## src/rtl/bsp_pkg.sv

```systemverilog
package bsp_pkg;

   // Per-direction interrupt enables
   typedef struct packed {
      logic in_en;
      logic out_en;
   } bsp_ena_t;

   // Merged request: input side pending or output side free
   function automatic logic bsp_irq(input logic full, input logic stb_n,
                                    input logic empty, input logic ack_n,
                                    input bsp_ena_t e);
      return (full & stb_n & e.in_en) | (empty & ack_n & e.out_en);
   endfunction

endpackage

```

## src/rtl/bsp_edge.sv

```systemverilog
module bsp_edge #(
   parameter bit RISE = 1'b1,
   parameter bit IDLE = 1'b1
) (
   input  logic clk,
   input  logic rst,
   input  logic sig,
   output logic ev
);
   logic q;

   always_ff @(posedge clk or posedge rst) begin
      if (rst) q <= IDLE;
      else     q <= sig;
   end

   generate
      if (RISE) begin : g_rise
         assign ev = sig & ~q;
      end else begin : g_fall
         assign ev = ~sig & q;
      end
   endgenerate
endmodule

```

## src/rtl/bsp_rx.sv

```systemverilog
module bsp_rx #(
   parameter int DW = 8
) (
   input  logic          clk,
   input  logic          rst,
   input  logic          stb_n,
   input  logic          rd_rise,
   input  logic [DW-1:0] pin_in,
   output logic          full,
   output logic [DW-1:0] data
);
   always_ff @(posedge clk or posedge rst) begin
      if (rst) begin
         full <= 1'b0;
         data <= '0;
      end else if (!stb_n) begin
         full <= 1'b1;
         data <= pin_in;
      end else if (rd_rise) begin
         full <= 1'b0;
      end
   end

   assert_stb_load_R2: assert property (@(posedge clk) disable iff (rst)
      !stb_n |=> (full && data == $past(pin_in)));

   assert_rd_clear_R3: assert property (@(posedge clk) disable iff (rst)
      (stb_n && rd_rise) |=> !full);

   assert_rx_hold_R9: assert property (@(posedge clk) disable iff (rst)
      (stb_n && !rd_rise) |=> ($stable(full) && $stable(data)));
endmodule

```

## src/rtl/bsp_tx.sv

```systemverilog
module bsp_tx #(
   parameter int DW = 8
) (
   input  logic          clk,
   input  logic          rst,
   input  logic          wr_fall,
   input  logic          ack_n,
   input  logic [DW-1:0] wdata,
   output logic          obf_n,
   output logic [DW-1:0] data,
   output logic          oe
);
   always_ff @(posedge clk or posedge rst) begin
      if (rst) begin
         obf_n <= 1'b1;
         data  <= '0;
      end else if (wr_fall) begin
         obf_n <= 1'b0;
         data  <= wdata;
      end else if (!ack_n) begin
         obf_n <= 1'b1;
      end
   end

   assign oe = ~ack_n;

   assert_wr_load_R4: assert property (@(posedge clk) disable iff (rst)
      wr_fall |=> (!obf_n && data == $past(wdata)));

   assert_ack_free_R5: assert property (@(posedge clk) disable iff (rst)
      (!ack_n && !wr_fall) |=> obf_n);

   assert_tx_hold_R9: assert property (@(posedge clk) disable iff (rst)
      !wr_fall |=> $stable(data));
endmodule

```

## src/rtl/bsp_port.sv

```systemverilog
module bsp_port #(
   parameter int DW      = 8,
   parameter int IEN_BIT = 4,
   parameter int OEN_BIT = 6,
   localparam int CBW    = $clog2(DW)
) (
   input  logic           clk,
   input  logic           rst,
   input  logic           bus_rd_n,
   input  logic           bus_wr_n,
   input  logic [DW-1:0]  bus_wdata,
   output logic [DW-1:0]  bus_rdata,
   input  logic           ctl_wr,
   input  logic [CBW-1:0] ctl_bit,
   input  logic           ctl_val,
   input  logic [DW-1:0]  pin_in,
   output logic [DW-1:0]  pin_out,
   output logic           pin_oe,
   input  logic           stb_n,
   input  logic           ack_n,
   output logic           ibf,
   output logic           obf_n,
   output logic           intr
);
   import bsp_pkg::*;

   generate
      if (IEN_BIT == OEN_BIT) begin : g_bad_idx
         $error("enable bit positions must differ");
      end
      if (IEN_BIT >= DW || OEN_BIT >= DW || IEN_BIT < 0 || OEN_BIT < 0) begin : g_bad_range
         $error("enable bit position outside port width");
      end
      if (DW < 2) begin : g_bad_dw
         $error("port width too small");
      end
   endgenerate

   logic     rd_rise;
   logic     wr_fall;
   bsp_ena_t ena;

   bsp_edge #(.RISE(1'b1), .IDLE(1'b1)) u_rd_edge (
      .clk(clk), .rst(rst), .sig(bus_rd_n), .ev(rd_rise));

   bsp_edge #(.RISE(1'b0), .IDLE(1'b1)) u_wr_edge (
      .clk(clk), .rst(rst), .sig(bus_wr_n), .ev(wr_fall));

   bsp_rx #(.DW(DW)) u_rx (
      .clk(clk), .rst(rst), .stb_n(stb_n), .rd_rise(rd_rise),
      .pin_in(pin_in), .full(ibf), .data(bus_rdata));

   bsp_tx #(.DW(DW)) u_tx (
      .clk(clk), .rst(rst), .wr_fall(wr_fall), .ack_n(ack_n),
      .wdata(bus_wdata), .obf_n(obf_n), .data(pin_out), .oe(pin_oe));

   always_ff @(posedge clk or posedge rst) begin
      if (rst) begin
         ena <= '0;
      end else if (ctl_wr) begin
         if (ctl_bit == CBW'(IEN_BIT)) ena.in_en  <= ctl_val;
         if (ctl_bit == CBW'(OEN_BIT)) ena.out_en <= ctl_val;
      end
   end

   assign intr = bsp_irq(ibf, stb_n, obf_n, ack_n, ena);

   assert_ctl_ignore_R7: assert property (@(posedge clk) disable iff (rst)
      (ctl_wr && ctl_bit != CBW'(IEN_BIT) && ctl_bit != CBW'(OEN_BIT)) |=> $stable(ena));

   assert_intr_gate_R8: assert property (@(posedge clk) disable iff (rst)
      intr |-> ((ena.in_en && ibf && stb_n) || (ena.out_en && obf_n && !pin_oe)));

   assert_no_drive_on_strobe_R6: assert property (@(posedge clk) disable iff (rst)
      !stb_n |-> !pin_oe);
endmodule

```

## config.mk

```make
export PLATFORM = sky130hd
export DESIGN_NAME = bsp_port
export DESIGN_NICKNAME = d
export VERILOG_FILES = /design/src/rtl/bsp_pkg.sv /design/src/rtl/bsp_edge.sv /design/src/rtl/bsp_rx.sv /design/src/rtl/bsp_tx.sv /design/src/rtl/bsp_port.sv
export SDC_FILE = /design/constraint.sdc
export NUM_CORES = 1
export LEC_CHECK = 0
export BUFFER_PORTS_ARGS = -buffer_cell sky130_fd_sc_hd__buf_2
export CORE_MARGIN = 10
export CORE_UTILIZATION = 35
export CTS_CLUSTER_DIAMETER = 150
export DETAILED_ROUTE_END_ITERATION = 8
export GPL_TIMING_DRIVEN = 0
export HOLD_SLACK_MARGIN = 0.02
export MAX_ROUTING_LAYER = met4
export PLACE_DENSITY = 0.64
export RECOVER_POWER = 50
export SYNTH_ARGS = -nofsm -noshare
export SYNTH_HDL_FRONTEND = slang
export SYNTH_SLANG_ARGS = --single-unit
```

## constraint.sdc

```tcl
create_clock -name clk -period 1.4 [get_ports clk]
set_input_delay 0.28 -clock clk [delete_from_list [all_inputs] [get_ports clk]]
set_output_delay 0.28 -clock clk [all_outputs]
set_load 0.005 [all_outputs]
```

==> metrics.md <==
| Metric | Value |
|---|---|
| Antenna Cells | `0` |
| Clk_lat worst skew | `~290 ps` |
| Reg clk slew, reported paths | `110 ps` |
| Critical path class | `flip-flop to primary output` |
| Via density | `~4.5` |
| Pre-Repair DR Iteration Count | `2` |
| Mapped Cells | `between 50 and 60` |
| Worst Tran Pin Value | `783 ps` |
| Skew final | `between 1.5 and 2 ps` |
| Detailed Route WL | `~1.9 mm` |
| Iteration-0 DRC Markers | `11` |
| CP max FO | `3` |
| Synth Area in Compound Gates | `under 10%` |
| Internal Dissipation | `just under 1 mW` |
| Main combinational cell family by area after synthesis | `multiplexers` |
| Fmax | `740 MHz` |
| Worst R2R Path Depth | `3` |
| Setup WS post-layout | `a little under 50 ps` |
| Comb pwr share | `approximately a fifth` |
| Run status | `completed` |
| RSZ-0062 raised after global routing | `true` |
| Max-slew headroom | `47.7%` |
| Sequential fraction of the synthesis area | `about 62%` |
| Final Instance Area | `between 1000 and 1500 µm²` |
| Die height | `approximately 70 µm` |
| DR WL/cell | `around 14 µm` |
| I/O pin cnt | `47` |
| Routed Antenna Nets | `0` |
| CTS H-tree depth | `1` |
| Core footprint | `between 2000 and 2500 µm²` |
| Overflow after GRT | `0` |
| Final Max Tran Viols | `0` |
| PD cells | `~1100 nW/µm²` |
| Die ar. | `just under 5000 µm²` |
| Hold path startpoint | `bus_rd_n` |
| VDD IR max | `between 500 and 600 µV` |
| Area growth, synth to finish | `32.4%` |
| WHS Endpoint | `u_rd_edge.q` |
| Placed instance area | `~1100 µm²` |
| Hold depth | `1` |
| Starting Density | `around 36%` |
| Register bit count reported by yosys | `22` |
| Clock Path Buffers | `2` |
| P_sw | `between 0.3 and 0.4 mW` |
| Largest net degree at the start of global routing | `23` |
| Buffers added on ports | `45` |
| Tot GR Track Use | `7.77%` |
| Final count of hold timing violations | `0` |
| Rows | `18` |
| Max-Cap Viols | `0` |
| Via count of the first global-routing pass | `just over 700` |
| Cell area after synthesis | `887 µm²` |
| CTS tree | `built` |
| Synth Net Count | `~80` |
| Final GP Congestion | `0.664` |
| CTS Hold Bufs | `0` |
| Layout cells sized above 1 | `67.3%` |
| Synth Area in Adders | `0%` |
| Seq pwr share | `between 50% and 60%` |
| HPWL Detailed | `roughly 1.6 mm` |
| R2R Path End | `u_tx.data[1]` |
| Num CTS Buffers | `3` |
| Min-Delay Path Class | `primary input to flip-flop` |
| Pre-CTS WS | `171 ps` |
| Crit share post-route | `between 90% and 100%` |
| Worst R2R Start | `u_wr_edge.q` |
| Routed via count | `a little over 600` |
| First-pass GRT wire length | `3.22 mm` |
| Sw Share | `23.6%` |
| Post-synthesis xor/xnor area fraction | `0%` |
| WP data arrival | `roughly 1100 ps` |
| Final setup fails | `0` |
| Sort of element at the start of the critical path | `flip-flop` |
| Final Critical Period | `around 1400 ps` |
| Yosys cell types | `15` |
| Pleak | `approximately 0.6 nW` |
| Reg2reg setup slack | `between 150 and 200 ps` |
| Initial antenna violation count | `0` |
| Post-Synth Simple-Gate Area | `approximately 6.2%` |
| Yosys warnings | `0` |
| CTS Sinks | `22` |
| Residual DRC | `0` |
| Critical Path Sink Type | `primary output` |
| Worst Path Required | `~1100 ps` |
| Layout Nets | `~130` |
| Die X | `~70 µm` |
| Mux cell area share after synthesis | `approximately a quarter` |
| Root buffer cell | `clkbuf_4` |
| Clk pwr share | `21.8%` |
| Average instance area after synthesis | `between 15 and 20 µm²` |
| # resized after CTS | `0` |
| Setup Buffers After CTS | `0` |
## stage by stage
stage | std cells | utilization [%] | hold WS [ps] | TNS [ps] | total power [mW]
final | 134 | 47.9 | 66.9 | 0 | 1.29
after global placement | 130 | 46.8 | 396 | 0 | 1.02
after global routing | 134 | 47.9 | 54.8 | -36.5 | 1.38
after CTS | 134 | 47.9 | 73.0 | 0 | 1.32
after detailed placement | 130 | 46.8 | 399 | 0 | 1.03
after floorplan | 55 | - | 267 | 0 | 0.901
## worst max-delay path by stage
| stage | from | to |
|---|---|---|
| 2_1_floorplan | u_wr_edge.q | u_tx.data[0] |
| 3_3_place_gp | u_wr_edge.q | u_tx.data[1] |
| 3_5_place_dp | u_wr_edge.q | u_tx.data[0] |
| 4_1_cts | u_tx.obf_n | intr |
| 5_1_grt | u_tx.obf_n | intr |
| 6_report | u_tx.obf_n | intr |
## power groups by stage
stage	clock network (mW)	logic, mW	registers (mW)
CTS	0.299	0.267	0.756
global placement	0	0.260	0.764
finish	0.281	0.253	0.755
detailed placement	0	0.268	0.765
global route	0.327	0.282	0.768
floorplan	0	0.130	0.770
## layout by cell type, fill, tap and decap left out
| cell type | n |
|---|---|
| buf_2 | 44 |
| dfrtp_1 | 19 |
| mux2_2 | 9 |
| mux2_4 | 8 |
| inv_1 | 4 |
| clkbuf_4 | 3 |
| clkbuf_1 | 3 |
| dfstp_2 | 3 |
| nor2b_1 | 1 |
| o21ai_0 | 1 |
| nor2b_4 | 1 |
| buf_6 | 1 |
| a21oi_1 | 1 |
| nand4b_1 | 1 |
| and4bb_1 | 1 |
| mux2_1 | 1 |
| nand3_2 | 1 |
| nand3_1 | 1 |
| nand2_1 | 1 |
## registers in the layout (all words and copies together), names as in the netlist
signal and cells:
ena 2, u_rx.data 8, u_wr_edge.q 1, u_rd_edge.q 1, u_rx.full 1, u_tx.obf_n 1
u_tx.data 8
## Yosys cell counts, drive strengths merged
library cell / instances / area [µm²]
mux2: 18 / 236
nand2: 1 / 3.75
dfstp: 3 / 78.8
a21oi: 1 / 5.00
nor2b: 2 / 20.0
and4bb: 1 / 12.5
dfrtp: 19 / 475
o21ai: 1 / 5.00
nand4b: 1 / 8.76
nand3: 2 / 10.0
inv: 4 / 15.0
buf: 2 / 16.3
## logic make-up after synthesis
group | count (synthesis)
buf+inv | 6
flops | 22
compound gates | 2
simple gates | 7
mux | 18
## cell type report
class,count,area [µm²]
well taps,30,37.5
repair buffers,45,223
clock buffers,4,26.3
multi-input cells,27,303
flip-flops and latches,22,554
plain buffers,2,16.3
inverters,4,15.0
fillers,239,1280
## critical path, cell delays in order, from the launching register on
cell and delay [ps]:
dfstp_2 560, nand3_2 50, nand2_1 60, buf_2 100
## routing by layer
layer	vias to the layer above	share of wire [%]	global-route usage (%)	wire [µm]
met1	288	43	9.61	809
met5	-	0	-	0
met4	0	0	1.97	0
met3	0	10	3.39	196
met2	32	46	11.3	872
li1	285	-	-	-
Note: power is estimated with default switching activity, not from simulation.
